`src/rtl/xlat_probe_pkg.sv`:
```
package xlat_probe_pkg;

    typedef enum logic [1:0] {
        KIND_CACHE = 2'd0,
        KIND_WALK  = 2'd1,
        KIND_LOAD  = 2'd2,
        KIND_ALT   = 2'd3
    } req_kind_e;

    typedef enum logic [2:0] {
        S_IDLE,
        S_LOOK,
        S_PWAIT,
        S_DREAD,
        S_RESP
    } unit_state_e;

    typedef struct packed {
        logic status;
        logic zf;
        logic sf;
        logic pf;
    } rsp_flags_t;

    // True when the request kind may read the page table on a miss
    function automatic logic walk_allowed(input logic [1:0] kind, input logic nowalk);
        return (kind == KIND_WALK) || ((kind == KIND_LOAD) && !nowalk);
    endfunction

endpackage

```
`src/rtl/xlat_tlb_cam.sv`:
```
module xlat_tlb_cam #(
    parameter int ENTRIES = 4,
    parameter int VPN_W   = 8,
    parameter int PPN_W   = 8
) (
    input  logic             clk,
    input  logic             rst,
    input  logic             flush,
    input  logic [VPN_W-1:0] lk_vpn,
    output logic             lk_hit,
    output logic [PPN_W-1:0] lk_ppn,
    input  logic             fill_en,
    input  logic [VPN_W-1:0] fill_vpn,
    input  logic [PPN_W-1:0] fill_ppn
);
    localparam int IDX_W = (ENTRIES > 1) ? $clog2(ENTRIES) : 1;
    localparam logic [IDX_W-1:0] LAST = IDX_W'(ENTRIES - 1);

    logic [ENTRIES-1:0] ent_vld;
    logic [VPN_W-1:0]   ent_vpn [ENTRIES];
    logic [PPN_W-1:0]   ent_ppn [ENTRIES];
    logic [ENTRIES-1:0] match;
    logic [IDX_W-1:0]   rr_ptr;
    logic [IDX_W-1:0]   victim;
    logic               all_full;

    for (genvar g = 0; g < ENTRIES; g++) begin : g_cmp
        assign match[g] = ent_vld[g] && (ent_vpn[g] == lk_vpn);
    end

    always_comb begin
        lk_hit = 1'b0;
        lk_ppn = '0;
        for (int i = 0; i < ENTRIES; i++) begin
            if (match[i]) begin
                lk_hit = 1'b1;
                lk_ppn = lk_ppn | ent_ppn[i];
            end
        end
    end

    assign all_full = &ent_vld;

    always_comb begin
        logic found;
        found  = 1'b0;
        victim = rr_ptr;
        for (int i = 0; i < ENTRIES; i++) begin
            if (!found && !ent_vld[i]) begin
                victim = IDX_W'(i);
                found  = 1'b1;
            end
        end
    end

    always_ff @(posedge clk) begin
        if (rst || flush) begin
            ent_vld <= '0;
            rr_ptr  <= '0;
        end else if (fill_en) begin
            ent_vld[victim] <= 1'b1;
            ent_vpn[victim] <= fill_vpn;
            ent_ppn[victim] <= fill_ppn;
            if (all_full) begin
                rr_ptr <= (rr_ptr == LAST) ? '0 : rr_ptr + 1'b1;
            end
        end
    end

endmodule

```
`src/rtl/xlat_load_flags.sv`:
```
module xlat_load_flags #(
    parameter int DATA_W = 16
) (
    input  logic [DATA_W-1:0] word,
    output logic              zf,
    output logic              sf,
    output logic              pf
);
    assign zf = (word == '0);
    assign sf = word[DATA_W-1];
    assign pf = ~(^word);
endmodule

```
`src/rtl/xlat_probe_unit.sv`:
```
module xlat_probe_unit
    import xlat_probe_pkg::*;
#(
    parameter int VPN_W   = 8,
    parameter int PPN_W   = 8,
    parameter int OFF_W   = 4,
    parameter int ENTRIES = 4,
    parameter int DATA_W  = 16
) (
    input  logic                   clk,
    input  logic                   rst,
    input  logic                   flush,
    input  logic                   req_valid,
    output logic                   req_ready,
    input  logic [1:0]             req_kind,
    input  logic                   req_nowalk,
    input  logic [VPN_W+OFF_W-1:0] req_vaddr,
    output logic                   rsp_valid,
    input  logic                   rsp_ack,
    output logic                   rsp_status,
    output logic [DATA_W-1:0]      rsp_data,
    output logic                   rsp_zf,
    output logic                   rsp_sf,
    output logic                   rsp_pf,
    output logic                   pte_rd_en,
    output logic [VPN_W-1:0]       pte_rd_addr,
    input  logic [PPN_W:0]         pte_rd_data,
    output logic                   dat_rd_en,
    output logic [PPN_W+OFF_W-1:0] dat_rd_addr,
    input  logic [DATA_W-1:0]      dat_rd_data
);
    localparam int VA_W = VPN_W + OFF_W;

    unit_state_e       st;
    logic [1:0]        cur_kind;
    logic              cur_nowalk;
    logic [VPN_W-1:0]  cur_vpn;
    logic [OFF_W-1:0]  cur_off;
    rsp_flags_t        r_flags;
    logic [DATA_W-1:0] r_data;

    logic              hit;
    logic [PPN_W-1:0]  hit_ppn;
    logic              pte_present;
    logic [PPN_W-1:0]  pte_ppn;
    logic              fill_en;
    logic              is_load;
    logic              may_walk;
    logic              lf_zf, lf_sf, lf_pf;

    assign is_load     = (cur_kind == KIND_LOAD);
    assign may_walk    = walk_allowed(cur_kind, cur_nowalk);
    assign pte_present = pte_rd_data[PPN_W];
    assign pte_ppn     = pte_rd_data[PPN_W-1:0];
    assign fill_en     = (st == S_PWAIT) && pte_present;

    xlat_tlb_cam #(.ENTRIES(ENTRIES), .VPN_W(VPN_W), .PPN_W(PPN_W)) u_cam (
        .clk      (clk),
        .rst      (rst),
        .flush    (flush),
        .lk_vpn   (cur_vpn),
        .lk_hit   (hit),
        .lk_ppn   (hit_ppn),
        .fill_en  (fill_en),
        .fill_vpn (cur_vpn),
        .fill_ppn (pte_ppn)
    );

    xlat_load_flags #(.DATA_W(DATA_W)) u_flags (
        .word (dat_rd_data),
        .zf   (lf_zf),
        .sf   (lf_sf),
        .pf   (lf_pf)
    );

    assign req_ready   = (st == S_IDLE);
    assign rsp_valid   = (st == S_RESP);
    assign rsp_status  = r_flags.status;
    assign rsp_zf      = r_flags.zf;
    assign rsp_sf      = r_flags.sf;
    assign rsp_pf      = r_flags.pf;
    assign rsp_data    = r_data;

    assign pte_rd_en   = (st == S_LOOK) && !hit && may_walk;
    assign pte_rd_addr = cur_vpn;
    assign dat_rd_en   = is_load && (((st == S_LOOK) && hit) ||
                                     ((st == S_PWAIT) && pte_present));
    assign dat_rd_addr = {(st == S_LOOK) ? hit_ppn : pte_ppn, cur_off};

    always_ff @(posedge clk) begin
        if (rst) begin
            st         <= S_IDLE;
            cur_kind   <= '0;
            cur_nowalk <= 1'b0;
            cur_vpn    <= '0;
            cur_off    <= '0;
            r_flags    <= '0;
            r_data     <= '0;
        end else begin
            case (st)
                S_IDLE: begin
                    if (req_valid) begin
                        cur_kind   <= req_kind;
                        cur_nowalk <= req_nowalk;
                        cur_vpn    <= req_vaddr[VA_W-1:OFF_W];
                        cur_off    <= req_vaddr[OFF_W-1:0];
                        st         <= S_LOOK;
                    end
                end
                S_LOOK: begin
                    if (hit && is_load) begin
                        st <= S_DREAD;
                    end else if (hit) begin
                        r_flags <= '{status: 1'b1, default: 1'b0};
                        r_data  <= '0;
                        st      <= S_RESP;
                    end else if (may_walk) begin
                        st <= S_PWAIT;
                    end else begin
                        r_flags <= '0;
                        r_data  <= '0;
                        st      <= S_RESP;
                    end
                end
                S_PWAIT: begin
                    if (pte_present && is_load) begin
                        st <= S_DREAD;
                    end else begin
                        r_flags <= '{status: pte_present, default: 1'b0};
                        r_data  <= '0;
                        st      <= S_RESP;
                    end
                end
                S_DREAD: begin
                    r_flags <= '{status: 1'b1, zf: lf_zf, sf: lf_sf, pf: lf_pf};
                    r_data  <= dat_rd_data;
                    st      <= S_RESP;
                end
                S_RESP: begin
                    if (rsp_ack) st <= S_IDLE;
                end
                default: st <= S_IDLE;
            endcase
        end
    end

endmodule

```
`config.mk`:
```
export PLATFORM = sky130hd
export DESIGN_NAME = xlat_probe_unit
export DESIGN_NICKNAME = d
export VERILOG_FILES = /design/src/rtl/xlat_probe_pkg.sv /design/src/rtl/xlat_tlb_cam.sv /design/src/rtl/xlat_load_flags.sv /design/src/rtl/xlat_probe_unit.sv
export SDC_FILE = /design/constraint.sdc
export NUM_CORES = 1
export LEC_CHECK = 0
export BUFFER_PORTS_ARGS = -buffer_cell sky130_fd_sc_hd__clkbuf_2
export CORE_ASPECT_RATIO = 1.4
export CORE_MARGIN = 2
export CORE_UTILIZATION = 55
export CTS_CLUSTER_DIAMETER = 100
export DETAILED_ROUTE_END_ITERATION = 8
export PLACE_DENSITY = 0.79
export RECOVER_POWER = 100
export SYNTH_ARGS = -nofsm -noshare
export SYNTH_HDL_FRONTEND = slang
export SYNTH_SLANG_ARGS = --single-unit
```
`constraint.sdc`:
```
create_clock -name clk -period 2.8 [get_ports clk]
set_clock_uncertainty 0.15 [all_clocks]
set_input_delay 0.28 -clock clk [delete_from_list [all_inputs] [get_ports clk]]
set_output_delay 0.28 -clock clk [all_outputs]
set_load 0.01 [all_outputs]
```
==> run_results.csv <==
group,metric,value,unit
outcome,outcome,"finished, final reports clean",
detailed_routing,wl_met3,504,um
detailed_routing,wire_per_inst,16.9,um
detailed_routing,via_per_inst,5.58,
cts,cts_made_buffers,9,
setup_path,rr_startpoint,"pte_rd_addr[0]",
die,die_x,83.3,um
logic_synthesis,synth_cells,417,
logic_synthesis,ys_warn_count,0,
layout,syn2layout_area_growth,19.7,%
place,place_area,0.00542,mm^2
setup_path,path_max_fanout,13,
timing,fin_ws,0.175,ns
cts,cts-root-buf,"clkbuf_16",
logic_synthesis,yosysMostFrequentCell,"edfxtp_1",
timing,fin_setup_tns,0,ns
layout,fin_nets,581,
global_route,grt_pass1_vias,3620,
setup_path,crit_cells,7,
logic_synthesis,synth_edf_count,64,
logic_synthesis,synthTopCellsByArea,"edfxtp_1 40%, dfxtp_1 18%, xnor2_1 6.9%",
logic_synthesis,yosys-top-cells-count,"64 x edfxtp_1, 55 x a21oi_1, 44 x dfxtp_1",
timing,final-hold-violation-count,0,
power_and_ir_drop,p_leak,2.09,nW
setup_path,cp_top_family,"simple AND/OR/NAND/NOR gates",
place,numPortBuffers,88,
detailed_routing,top_layer,"met4",
global_route,grt_usage,23.6,%
logic_synthesis,syn_nets,471,
die,core,0.00856,mm^2
setup_path,reg2reg_depth,8,
place,dp_slack,0.419,ns
setup_path,slowest_delay,0.45,ns
place,routabilityCongestion,0.824,
setup_path,cp_cell_sequence,"xor2_1 -> nor4_4 -> buf_4 -> nor4_4 -> a21o_4 -> inv_1 -> clkbuf_2",
setup_path,cp-end-kind,"output pin",
detailed_routing,antenna_left,0,
timing,fmax,381,MHz
setup_path,critPathCapture,"dat_rd_en",
logic_synthesis,yosys.area.top_type,"edfxtp_1",
cts,clkTransAtPathRegs,0.06,ns
timing,max_slew.worst_pin.slew,0.895,ns
timing,layout_min_cycle_time,2.62,ns
place,dp_hpwl,7400,um
detailed_routing,met1_length,4360,um
global_route,antenna_found_initial,0,
setup_path,rrSetupSlack,0.28,ns
cts,clock_path_buffers,2,
power_and_ir_drop,ir_drop,0.000432,V
logic_synthesis,synth_flop_cell,"edfxtp_1",
die,dieArea,0.00958,mm^2
layout,drive_gt1_share,20.1,%
logic_synthesis,ys_seq_area_share,57.9,%
detailed_routing,num_vias,3553,
setup_path,crit_type,"register to output pin",
timing,slew_headroom,40.3,%
logic_synthesis,synth_seq_cells,108,
logic_synthesis,syn_area_per_cell,11.6,um^2
setup_path,worstPathArrival,2.19,ns
setup_path,critPathLaunch,"pte_rd_addr[0]",
setup_path,r2r_end,"rsp_data[3]",
setup_path,cp_slowest_cell,"dfxtp_2",
global_route,overflow,0,
cts,cts.sinks,108,
die,start_util,56.6,%
detailed_routing,wl,10800,um
detailed_routing,dr.first_iter.drc_count,214,
logic_synthesis,ys_types,38,
setup_path,worst-path-buf-inv,3,
logic_synthesis,yosysTopAreaCellShare,39.7,%
layout,fillCellCount,674,
detailed_routing,wl_met2,5660,um
hold_path,hold_class,"input port to register",
cts,htree_num_levels,3,
layout,fin_util,67.8,%
setup_path,critPathMostFrequentCell,"nor4_4",
timing,rsz0062_at_grt,"false",
logic_synthesis,synthArstFlopShare,0,%
run,maxCapViolCount,0,
timing,slew_viol_final,0,
logic_synthesis,netlist_area,0.00484,mm^2
layout,n_antenna_cell,0,
timing,fin_crit_sh,93.7,%
die,rows,40,
layout,design_area,0.00580,mm^2
global_route,grt_pass1_wl,17800,um
power_and_ir_drop,power_density,577,mW/mm^2
setup_path,crit_required,2.37,ns
die,io_pins,89,
setup_path,start_kind,"register",
global_route,grt_max_degree,43,
cts,tritoncts,"built",
detailed_routing,drc,0,
die,die_y,115,um
detailed_routing,drt_pass1_iterations,4,
timing,setup_violations,0,
cts,clk_latency,0.34,ns
flip-flops by register name, summed over array words and instances, names as in the netlist:
register	flops
rsp_zf	1
st	3
rsp_status	1
u_cam.ent_vld	4
rsp_pf	1
u_cam.ent_ppn	32
u_cam.ent_vpn	32
rsp_data	16
cur_kind	2
cur_off	4
cur_nowalk	1
rsp_sf	1
pte_rd_addr	8
u_cam.rr_ptr	2
where the power goes:
group          switching (mW)  internal [mW]  total, mW
Clock                   0.522          0.742       1.26
Sequential             0.0232           1.70       1.73
Combinational           0.214          0.144      0.358
cell type report:
cell class                      count  area [um^2]  area share [%]
Tap cell                          105          131            2.27
Sequential cell                   108         2810            48.4
Clock buffer                       14          264            4.55
Inverter                           21         78.8            1.36
Multi-Input combinational cell    261         1810            31.2
Clock inverter                      2         35.0           0.604
Timing Repair Buffer              126          677            11.7
layer usage:
metal / vias up / global-route usage, %
li1: 1731 / -
met2: 85 / 41.8
met5: - / 0
met3: 16 / 5.03
met1: 1721 / 28.1
met4: 0 / 9.62
worst register-to-register path, delay by kind of cell, from the launching register on:
kind / cells / cell delay, ns
AOI/OAI and AO/OA: 2 / 0.43
xor gates and xnor gates: 1 / 0.29
buffers and inverters: 3 / 0.59
DFF: 1 / 0.45
and+or+nand+nor: 2 / 0.47
logic make-up (layout without fill, tap and decap cells):
| kind of cell | after synthesis | count (layout) | synth area share [%] |
|---|---|---|---|
| compound gates | 112 | 112 | 17.0 |
| xor+xnor | 39 | 39 | 7.05 |
| fa+ha+maj | 9 | 9 | 2.33 |
| buf+inv | 48 | 163 | 5.01 |
| flops | 108 | 108 | 57.9 |
| mux | 3 | 3 | 0.620 |
| simple gates | 98 | 98 | 10.1 |
metrics by stage:
| stage | hold slack (ns) | instances | power (mW) |
|---|---|---|---|
| 2_1_floorplan | 0.209 | 417 | 1.99 |
| 3_3_place_gp | 0.292 | 604 | 2.11 |
| 3_5_place_dp | 0.301 | 604 | 2.12 |
| 4_1_cts | 0.000242 | 628 | 3.38 |
| 5_1_grt | 0.00906 | 637 | 3.48 |
| 6_report | 0.0000691 | 637 | 3.35 |
worst min-delay path by stage:
stage	start	to	slack (ns)	depth (start not counted)
finish	req_vaddr[11]	pte_rd_addr[7]	0.00007	3
global placement	cur_off[1]	cur_off[1]	0.29	2
detailed placement	cur_nowalk	cur_nowalk	0.30	2
floorplan	flush	u_cam.rr_ptr[0]	0.21	1
global route	req_vaddr[8]	pte_rd_addr[4]	0.009	3
CTS	req_vaddr[0]	cur_off[0]	0.0002	3
cells in the final DEF, fill, tap and decap left out, types with 3 or more instances in the layout:
cell	n
clkbuf_2	42
nor2_1	21
nand4_1	6
a21oi_1	55
a311oi_1	7
inv_1	21
clkbuf_1	52
o21ai_0	3
dlygate4sd3_1	8
clkbuf_16	9
ha_1	9
buf_4	26
a311oi_2	12
nor3_1	6
mux2i_1	3
a31oi_1	7
dfxtp_1	41
nand2_1	42
dfxtp_2	3
a22oi_1	16
nand3_1	4
xnor2_1	38
and2_0	3
a21o_1	7
nand2b_1	3
edfxtp_1	64
timing repair:
action                                  4_1_cts  5_1_grt
endpoints found under the setup margin        0        9
gates resized for setup                       0        5
hold endpoints to repair                      8        0
hold buffers                                  8        0
setup buffers                                 0        9
No activity file was read; power rests on OpenSTA's default activity.
